===== src/rtl/ep_irq_pkg.sv =====
package ep_irq_pkg;

  localparam int REG_AW = 3;

  typedef enum logic [REG_AW-1:0] {
    RA_STATUS = 3'd0,
    RA_ENABLE = 3'd1,
    RA_CLEAR  = 3'd2,
    RA_SET    = 3'd3,
    RA_PRIO   = 3'd4,
    RA_NAKREP = 3'd5
  } reg_addr_e;

  // Decide whether the events seen on one physical endpoint count.
  function automatic logic ep_event_hit(
    input logic is_in,
    input logic iso,
    input logic rx_ok,
    input logic tx_ok,
    input logic nak,
    input logic nak_rep
  );
    logic dir_hit;
    dir_hit = is_in ? (tx_ok | (nak & nak_rep)) : rx_ok;
    return dir_hit & ~iso;
  endfunction

  // OR-reduce the status bits that are enabled and routed to the chosen line.
  function automatic logic line_request(
    input logic [63:0] sts,
    input logic [63:0] en,
    input logic [63:0] prio,
    input logic        want_fast
  );
    logic [63:0] sel;
    sel = want_fast ? prio : ~prio;
    return |(sts & en & sel);
  endfunction

endpackage


===== src/rtl/ep_irq_regs.sv =====
module ep_irq_regs
  import ep_irq_pkg::*;
#(
  parameter int NUM_EP = 32
) (
  input  logic              clk,
  input  logic              rst_n,
  input  logic              wr_en_i,
  input  logic [REG_AW-1:0] wr_addr_i,
  input  logic [NUM_EP-1:0] wr_data_i,
  input  logic [REG_AW-1:0] rd_addr_i,
  input  logic [NUM_EP-1:0] sts_i,
  output logic [NUM_EP-1:0] rd_data_o,
  output logic [NUM_EP-1:0] en_o,
  output logic [NUM_EP-1:0] prio_o,
  output logic [NUM_EP-1:0] nak_rep_o,
  output logic [NUM_EP-1:0] clr_mask_o,
  output logic [NUM_EP-1:0] set_mask_o
);

  // Only the two control endpoints are enabled after reset.
  localparam logic [NUM_EP-1:0] EN_RST = NUM_EP'(2'b11);

  reg_addr_e wa;
  reg_addr_e ra;
  assign wa = reg_addr_e'(wr_addr_i);
  assign ra = reg_addr_e'(rd_addr_i);

  logic wr_enable, wr_prio, wr_nakrep;
  assign wr_enable = wr_en_i && (wa == RA_ENABLE);
  assign wr_prio   = wr_en_i && (wa == RA_PRIO);
  assign wr_nakrep = wr_en_i && (wa == RA_NAKREP);

  assign clr_mask_o = (wr_en_i && (wa == RA_CLEAR)) ? wr_data_i : '0;
  assign set_mask_o = (wr_en_i && (wa == RA_SET))   ? wr_data_i : '0;

  logic [NUM_EP-1:0] en_q, prio_q, nak_rep_q;

  always_ff @(posedge clk or negedge rst_n) begin
    if (!rst_n) begin
      en_q      <= EN_RST;
      prio_q    <= '0;
      nak_rep_q <= '0;
    end else begin
      if (wr_enable) en_q      <= wr_data_i;
      if (wr_prio)   prio_q    <= wr_data_i;
      if (wr_nakrep) nak_rep_q <= wr_data_i;
    end
  end

  assign en_o      = en_q;
  assign prio_o    = prio_q;
  assign nak_rep_o = nak_rep_q;

  always_comb begin
    case (ra)
      RA_STATUS: rd_data_o = sts_i;
      RA_ENABLE: rd_data_o = en_q;
      RA_PRIO:   rd_data_o = prio_q;
      RA_NAKREP: rd_data_o = nak_rep_q;
      default:   rd_data_o = '0;
    endcase
  end

  // a write to the enable register shows up in the next cycle.
  p_enable_wr_r12: assert property (@(posedge clk) disable iff (!rst_n)
    wr_enable |=> (en_q == $past(wr_data_i)));

  // the clear and set strobes never fire in the same cycle.
  p_strobe_excl_r6: assert property (@(posedge clk) disable iff (!rst_n)
    ((clr_mask_o != '0) |-> (set_mask_o == '0)));

endmodule


===== src/rtl/ep_irq_src.sv =====
module ep_irq_src
  import ep_irq_pkg::*;
#(
  parameter int NUM_EP = 32
) (
  input  logic              clk,
  input  logic              rst_n,
  input  logic [NUM_EP-1:0] ep_iso_i,
  input  logic [NUM_EP-1:0] evt_rx_ok_i,
  input  logic [NUM_EP-1:0] evt_tx_ok_i,
  input  logic [NUM_EP-1:0] evt_nak_i,
  input  logic [NUM_EP-1:0] nak_rep_i,
  output logic [NUM_EP-1:0] hit_o
);

  // Odd physical endpoints are IN, even ones are OUT.
  for (genvar p = 0; p < NUM_EP; p++) begin : g_ep
    localparam logic IS_IN = (p % 2) == 1;
    assign hit_o[p] = ep_event_hit(IS_IN, ep_iso_i[p], evt_rx_ok_i[p],
                                   evt_tx_ok_i[p], evt_nak_i[p], nak_rep_i[p]);
  end

  // an isochronous endpoint never produces a hit.
  p_iso_quiet_r4: assert property (@(posedge clk) disable iff (!rst_n)
    ((hit_o & ep_iso_i) == '0));

  // a NAK alone, with reporting off, produces no hit.
  p_nak_gate_r3: assert property (@(posedge clk) disable iff (!rst_n)
    ((hit_o & evt_nak_i & ~nak_rep_i & ~evt_tx_ok_i & ~evt_rx_ok_i) == '0));

endmodule


===== src/rtl/ep_irq_status.sv =====
module ep_irq_status #(
  parameter int NUM_EP = 32
) (
  input  logic              clk,
  input  logic              rst_n,
  input  logic [NUM_EP-1:0] hit_i,
  input  logic [NUM_EP-1:0] clr_mask_i,
  input  logic [NUM_EP-1:0] set_mask_i,
  output logic [NUM_EP-1:0] sts_o
);

  logic [NUM_EP-1:0] sts_q;
  logic [NUM_EP-1:0] sts_d;
  logic [NUM_EP-1:0] collide;
  logic [NUM_EP-1:0] clr_only;

  // Events and the set strobe win over the clear strobe.
  assign sts_d    = (sts_q & ~clr_mask_i) | set_mask_i | hit_i;
  assign collide  = hit_i & clr_mask_i;
  assign clr_only = clr_mask_i & ~hit_i & ~set_mask_i;

  always_ff @(posedge clk or negedge rst_n) begin
    if (!rst_n) sts_q <= '0;
    else        sts_q <= sts_d;
  end

  assign sts_o = sts_q;

  // a bit hit by an event and a clear in the same cycle ends up set.
  p_event_wins_r7: assert property (@(posedge clk) disable iff (!rst_n)
    (collide != '0) |=> ((sts_q & $past(collide)) == $past(collide)));

  // a bit that is only cleared ends up at 0.
  p_clear_r5: assert property (@(posedge clk) disable iff (!rst_n)
    (clr_only != '0) |=> ((sts_q & $past(clr_only)) == '0));

  // a bit can only rise through an event or the set strobe.
  p_rise_src_r1: assert property (@(posedge clk) disable iff (!rst_n)
    ((sts_q & ~$past(sts_q) & ~$past(hit_i | set_mask_i)) == '0));

endmodule


===== src/rtl/ep_irq_route.sv =====
module ep_irq_route
  import ep_irq_pkg::*;
#(
  parameter int NUM_EP = 32
) (
  input  logic              clk,
  input  logic              rst_n,
  input  logic [NUM_EP-1:0] sts_i,
  input  logic [NUM_EP-1:0] en_i,
  input  logic [NUM_EP-1:0] prio_i,
  output logic              irq_fast_o,
  output logic              irq_slow_o
);

  logic req_fast, req_slow;
  logic irq_fast_q, irq_slow_q;

  assign req_fast = line_request(64'(sts_i), 64'(en_i), 64'(prio_i), 1'b1);
  assign req_slow = line_request(64'(sts_i), 64'(en_i), 64'(prio_i), 1'b0);

  always_ff @(posedge clk or negedge rst_n) begin
    if (!rst_n) begin
      irq_fast_q <= 1'b0;
      irq_slow_q <= 1'b0;
    end else begin
      irq_fast_q <= req_fast;
      irq_slow_q <= req_slow;
    end
  end

  assign irq_fast_o = irq_fast_q;
  assign irq_slow_o = irq_slow_q;

  // the slow line follows the enabled, low-priority status one cycle later.
  p_slow_line_r9: assert property (@(posedge clk) disable iff (!rst_n)
    ##1 (irq_slow_q == |($past(sts_i) & $past(en_i) & ~$past(prio_i))));

  // the fast line follows the enabled, high-priority status one cycle later.
  p_fast_line_r10: assert property (@(posedge clk) disable iff (!rst_n)
    ##1 (irq_fast_q == |($past(sts_i) & $past(en_i) & $past(prio_i))));

  // with nothing enabled, neither line may rise.
  p_disabled_quiet_r11: assert property (@(posedge clk) disable iff (!rst_n)
    (en_i == '0) |=> (!$rose(irq_fast_q) && !$rose(irq_slow_q)));

endmodule


===== src/rtl/ep_irq_ctrl.sv =====
module ep_irq_ctrl
  import ep_irq_pkg::*;
#(
  parameter int NUM_LOG_EP = 16,
  localparam int NUM_EP    = 2 * NUM_LOG_EP
) (
  input  logic              clk,
  input  logic              rst_n,
  input  logic              wr_en_i,
  input  logic [REG_AW-1:0] wr_addr_i,
  input  logic [NUM_EP-1:0] wr_data_i,
  input  logic [REG_AW-1:0] rd_addr_i,
  output logic [NUM_EP-1:0] rd_data_o,
  input  logic [NUM_EP-1:0] ep_iso_i,
  input  logic [NUM_EP-1:0] evt_rx_ok_i,
  input  logic [NUM_EP-1:0] evt_tx_ok_i,
  input  logic [NUM_EP-1:0] evt_nak_i,
  output logic              irq_fast_o,
  output logic              irq_slow_o
);

  logic [NUM_EP-1:0] sts, en, prio, nak_rep, clr_mask, set_mask, hit;

  ep_irq_regs #(.NUM_EP(NUM_EP)) u_regs (
    .clk        (clk),
    .rst_n      (rst_n),
    .wr_en_i    (wr_en_i),
    .wr_addr_i  (wr_addr_i),
    .wr_data_i  (wr_data_i),
    .rd_addr_i  (rd_addr_i),
    .sts_i      (sts),
    .rd_data_o  (rd_data_o),
    .en_o       (en),
    .prio_o     (prio),
    .nak_rep_o  (nak_rep),
    .clr_mask_o (clr_mask),
    .set_mask_o (set_mask)
  );

  ep_irq_src #(.NUM_EP(NUM_EP)) u_src (
    .clk         (clk),
    .rst_n       (rst_n),
    .ep_iso_i    (ep_iso_i),
    .evt_rx_ok_i (evt_rx_ok_i),
    .evt_tx_ok_i (evt_tx_ok_i),
    .evt_nak_i   (evt_nak_i),
    .nak_rep_i   (nak_rep),
    .hit_o       (hit)
  );

  ep_irq_status #(.NUM_EP(NUM_EP)) u_status (
    .clk        (clk),
    .rst_n      (rst_n),
    .hit_i      (hit),
    .clr_mask_i (clr_mask),
    .set_mask_i (set_mask),
    .sts_o      (sts)
  );

  ep_irq_route #(.NUM_EP(NUM_EP)) u_route (
    .clk        (clk),
    .rst_n      (rst_n),
    .sts_i      (sts),
    .en_i       (en),
    .prio_i     (prio),
    .irq_fast_o (irq_fast_o),
    .irq_slow_o (irq_slow_o)
  );

  // both lines stay low in the first cycle after reset.
  p_reset_quiet_r8: assert property (@(posedge clk)
    $rose(rst_n) |-> (!irq_fast_o && !irq_slow_o));

endmodule


===== config.mk =====
export PLATFORM = sky130hd
export DESIGN_NAME = ep_irq_ctrl
export DESIGN_NICKNAME = d
export VERILOG_FILES = /design/src/rtl/ep_irq_pkg.sv /design/src/rtl/ep_irq_regs.sv /design/src/rtl/ep_irq_src.sv /design/src/rtl/ep_irq_status.sv /design/src/rtl/ep_irq_route.sv /design/src/rtl/ep_irq_ctrl.sv
export SDC_FILE = /design/constraint.sdc
export NUM_CORES = 1
export LEC_CHECK = 0
export BUFFER_PORTS_ARGS = -buffer_cell sky130_fd_sc_hd__buf_2
export CAP_MARGIN = 10
export CORE_MARGIN = 3
export CORE_UTILIZATION = 30
export CTS_CLUSTER_SIZE = 25
export DETAILED_ROUTE_END_ITERATION = 6
export PLACE_DENSITY = 0.56
export SLEW_MARGIN = 20
export SYNTH_ARGS = -nofsm -noshare
export SYNTH_HDL_FRONTEND = slang
export SYNTH_SLANG_ARGS = --single-unit
export TNS_END_PERCENT = 50

===== constraint.sdc =====
create_clock -name clk -period 1.4 [get_ports clk]
set_input_delay 0.07 -clock clk [delete_from_list [all_inputs] [get_ports clk]]
set_output_delay 0.07 -clock clk [all_outputs]
set_load 0.005 [all_outputs]

**After elaboration in Yosys (flattened, before gate mapping)**

Index checks and enable logic that the tools add are counted.

- Bitwise logic cells: 104
- Equality and inequality tests: 8
- Mux-type cells: 3
- Reductions and logical operators: 8

Operator list:

| operator | count |
|---|---|
| $pmux W32 S4 | 1 |
| $reduce_or A64 Y1 | 2 |
| $and A32 B32 Y32 | 2 |
| $and A64 B32 Y64 | 1 |
| $and A64 B64 Y64 | 1 |
| $mux W32 | 2 |
| $not A32 Y64 | 1 |
| $or A32 B32 Y32 | 2 |
| $and A1 B1 Y1 | 48 |
| $not A1 Y1 | 32 |
| $not A32 Y32 | 1 |
| $or A1 B1 Y1 | 16 |
| $eq A3 B3 Y1 const B | 4 |
| $eq A3 B1 Y1 const B | 2 |
| $eq A3 B2 Y1 const B | 2 |
| $logic_and A1 B1 Y1 | 5 |
| $logic_not A3 Y1 | 1 |

- Output and inout bits: 34
- Register bits: 130
- Input bits: 169
- Logic and storage cells: 129

**Logic depth before layout (Yosys ltp)**

- Depth after elaboration: 7
- Mapped depth: 5
- Depth with buffers taken out: 4

**Hierarchy**

A second synthesis with hierarchy kept.

- Cell total of the unflattened synthesis: 663
- Area, all modules: 7060.5 um^2

Modules (own cells, without submodules):

| module | sequential area each (um^2) | cells each | area an instance (um^2) | instances |
|---|---|---|---|---|
| ep_irq_regs | 2404.8 | 390 | 5084.9 | 1 |
| ep_irq_status | 800.8 | 128 | 1201.2 | 1 |
| ep_irq_route | 50.0 | 97 | 534.3 | 1 |
| ep_irq_src | 0.0 | 48 | 240.2 | 1 |

**Worst setup path before layout**

OpenSTA, ideal clock, no wires.

- Path kind: input to register
- From: input port wr_addr_i[1]
- To: register u_regs.prio_q[10] (netlist: u_regs.prio_o[10])
- Buffers on the path: 2
- Data required time: 1275 ps
- Library setup time: 125 ps
- Path slack: 248 ps
- Arrival: 1027 ps
- Cell stages on the path: 4
- Path through: and4bb_2 > clkbuf_1 > buf_4 > mux2_2

- Longest elaborated chain between the ends: 2

Ends and longest elaborated chain:

| element | line | text |
|---|---|---|
| start, declared | ep_irq_ctrl.sv:10 | `input logic [REG_AW-1:0] wr_addr_i,` |
| $eq A3 B3 Y1 | ep_irq_regs.sv:31 | `assign wr_prio = wr_en_i && (wa == RA_PRIO);` |
| $logic_and A1 B1 Y1 | ep_irq_regs.sv:31 |  |
| end signal, assigned | ep_irq_regs.sv:46 | `if (wr_prio) prio_q <= wr_data_i;` |
| end, declared | ep_irq_regs.sv:37 | `logic [NUM_EP-1:0] en_q, prio_q, nak_rep_q;` |

Every way passes these cells.
A chain may end at the register's enable or synchronous reset.

**Final worst setup path**

- From: register u_status.sts_q[24] (netlist: u_status.sts_o[24])
- To: output port rd_data_o[24]

- Longest elaborated chain between the ends: 1

Ends and longest elaborated chain:

| element | line | text |
|---|---|---|
| start, declared | ep_irq_status.sv:12 | `logic [NUM_EP-1:0] sts_q;` |
| start signal, assigned | ep_irq_status.sv:24 | `else sts_q <= sts_d;` |
| $pmux W32 S4 | ep_irq_regs.sv:56 | `case (ra)` |
| end, declared | ep_irq_ctrl.sv:13 | `output logic [NUM_EP-1:0] rd_data_o,` |

Every way passes these cells.

==> impl_metrics.py <==
metrics = {
    "die": {
        "dieWidth_um": 151,
        "core-area_um2": 20500,
        "core.rowCount": 52,
        "initial_core_util_pct": 30.9,
        "die_h_um": 151,
        "die-area_um2": 22900,
        "boundaryPins": 203,
    },
    "worst_setup_path": {
        "end_kind": "output pin",
        "path_max_fanout": 3,
        "crit_start": "u_status.sts_o[24]$_DFF_PN0_",
        "arrival_ns": 1.30,
        "required_ns": 1.33,
        "crit_type": "reg2out",
        "reg2reg_from": "u_regs.prio_o[18]$_DFFE_PN0P_",
        "ff2ff_path_depth": 5,
        "critPathLaunchType": "register",
    },
    "placement": {
        "dp_hpwl_um": 13100,
        "place_congestion": 0.750,
        "io_buffers": 154,
        "dp_slack_ns": 0.0315,
    },
    "pwr": {
        "peakVddDrop_mv": 0.730,
        "p_int_w": 0.00933,
        "clkPwrFrac_pct": 40.3,
        "netSwitchingPower_w": 0.00334,
        "switching_share_pct": 26.3,
        "power.leakage_nw": 4.08,
        "seqPwrFrac_pct": 40.1,
        "combPwrFrac_pct": 19.7,
        "power.density_nw_per_um2": 1350,
    },
    "clock_tree": {
        "numCtsBuffers": 17,
        "cts_sinks": 130,
        "clk_pin_slew_ns": 0.06,
        "cts_root_buf": "clkbuf_16",
        "tritoncts": "done",
        "clock_path_buffers": 2,
        "insertion_delay_ns": 0.42,
        "cts.htree.levels": 4,
    },
    "yosys": {
        "synth_largest_area_cell": "dfrtp_1",
        "synth-xor-area-share_pct": 0,
        "synthFlopType": "dfrtp_1",
        "synth-edff-count": 0,
        "syn_area_um2": 6330,
        "synth_area_leaders": "dfrtp_1 51%, mux2_2 16%, a22oi_1 7.6%, nand2_1 5.6%, a221o_1 5.1%",
        "yosys-mux-area-fraction_pct": 17.1,
        "synth_top_cell_area_share_pct": 50.6,
        "synth_compound_area_share_pct": 15.4,
        "async_flop_share_pct": 100,
        "synth_seq_cells": 130,
        "ys_types": 27,
        "ys_seq_area_share_pct": 51.4,
        "synth_fa_ha_area_share_pct": 0,
        "synth_cells": 569,
        "synth_nets": 738,
        "syn-mean-instance-area_um2": 11.1,
        "synth_top_family_by_area": "multiplexers",
        "yosys_warnings": 0,
        "synthSimpleGateAreaFrac_pct": 13.8,
    },
    "global_routing": {
        "grt_pass1_wl_um": 31600,
        "track_usage_pct": 18.1,
        "grt_max_degree": 45,
        "antenna_found_initial": 0,
        "gr-total-overflow": 0,
        "grt_pass1_vias": 5666,
    },
    "layout": {
        "regArea_um2": 3260,
        "layout_commonest_cell": "buf_2",
        "drive_above_1_share_pct": 43.2,
        "n_fill_cell": 1931,
        "final_cell_mix": "153 x buf_2, 127 x dfrtp_1, 95 x nand2_1",
        "nets": 992,
        "multi_input_area_um2": 3120,
        "area_delta_synth_final_pct": 48.1,
        "antenna_cells": 0,
    },
    "detailed_routing": {
        "totalWireLength_um": 20600,
        "dr_total_vias": 5736,
        "via_per_inst": 5.19,
        "drt_iter0_markers": 304,
        "firstDrtPassIters": 6,
        "drc_errors": 0,
        "wl_per_cell_um": 18.6,
        "ant_nets": 0,
    },
    "min_path": {
        "hold_start": "ep_iso_i[30]",
        "hold_depth": 3,
        "worstHoldPathType": "in2reg",
    },
    "timing": {
        "timing.hold.ws_ns": 0.00793,
        "final-setup-viol-count": 0,
        "period_share_pct": 97.7,
        "clock_skew_ns": 0.00694,
        "worstMarginPinSlew_ns": 0.347,
        "max_freq_ghz": 0.731,
        "relSlewSlack_pct": 76.7,
        "finalHoldViolations": 0,
        "rsz0062_at_grt": "true",
        "period_needed_ns": 1.37,
        "drv_slew": 0,
        "layout_setup_ws_ns": 0.0328,
    },
    "run_status": {
        "status": "finished clean",
    },
    "run": {
        "maxCapViolCount": 0,
    },
}
## cell type report
cell class                 instances  share of cell area, %
multi-input combinational        409                   33.3
timing repair buffer             265                   21.2
tap                              270                   3.60
clock buffer                      22                   5.06
sequential                       130                   34.7
clock inverter                    10                   2.16
## final timing paths
| kind | to | slack, ns |
|---|---|---|
| min reg2reg | u_regs.nak_rep_o[30]$_DFFE_PN0P_ | 0.50 |
| min | u_status.sts_o[30]$_DFF_PN0_ | 0.008 |
| max in group asynchronous | u_regs.prio_o[12]$_DFFE_PN0P_ | 0.63 |
| min in group asynchronous | u_status.sts_o[4]$_DFF_PN0_ | 0.12 |
| max | rd_data_o[24] | 0.03 |
| max reg2reg | u_route.irq_fast_o$_DFF_PN0_ | 0.09 |
## synth_stat cells (2+ instances only)
| cell type | number |
|---|---|
| dfrtp_1 | 128 |
| nand2_1 | 95 |
| mux2_2 | 92 |
| a22oi_1 | 64 |
| a221o_1 | 32 |
| nand3_1 | 32 |
| a21oi_1 | 16 |
| clkbuf_1 | 16 |
| nor2_1 | 16 |
| nor2b_1 | 16 |
| o22ai_1 | 14 |
| nand4_1 | 9 |
| buf_2 | 8 |
| buf_4 | 6 |
| nor4_1 | 5 |
| mux2_1 | 4 |
| nand3b_1 | 3 |
| dfstp_2 | 2 |
| nor3_1 | 2 |
| nor3b_1 | 2 |
## state kept, by name (all words and copies together), names as in the netlist
name / cells
u_regs.en_o: 32
u_regs.nak_rep_o: 32
u_status.sts_o: 32
u_route.irq_fast_o: 1
u_route.irq_slow_o: 1
u_regs.prio_o: 32
## per-stage QoR
step,utilization (%),setup TNS (ns),power [W],instance area (um2),cells
final,45.8,0,0.0127,9380,1106
after detailed placement,38.2,0,0.00736,7830,1004
after CTS,44.9,0,0.0127,9200,1101
after global routing,45.8,-0.143,0.0133,9380,1106
after global placement,38.2,0,0.00731,7830,1004
after floorplan,-,0,0.00620,6330,569
## metal layers
layer / vias to the layer above / track usage, % / wire length, um
li1: 2670 / - / -
met1: 2884 / 25.1 / 9370
met2: 165 / 29.5 / 10000
met3: 17 / 3.65 / 976
met4: 0 / 4.03 / 204
met5: - / 0 / 0
## power by group through the flow
stage	Combinational (W)	Clock [W]	Sequential (W)
after global placement	0.00224	0	0.00507
final	0.00249	0.00510	0.00508
after CTS	0.00244	0.00519	0.00504
after floorplan	0.00127	0	0.00494
after detailed placement	0.00227	0	0.00509
after global routing	0.00276	0.00538	0.00518
## logic make-up after synthesis
family / after synthesis
simple gates: 186
buf+inv: 30
mux: 96
compound gates: 127
flops: 130
## critical path, stage by stage, from the launching register on
cell and delay, ns:
dfrtp_1 0.39, buf_6 0.13, a22oi_2 0.13, nand2_1 0.10, buf_2 0.14
## what timing repair did
action	4_1_cts	5_1_grt
endpoints found under the setup margin	10	20
pin swaps	4	9
setup buffers	4	7
endpoints found under the hold margin	214	0
gates resized for setup	11	31
hold buffers	64	0
(Power assumes the default switching activity.)
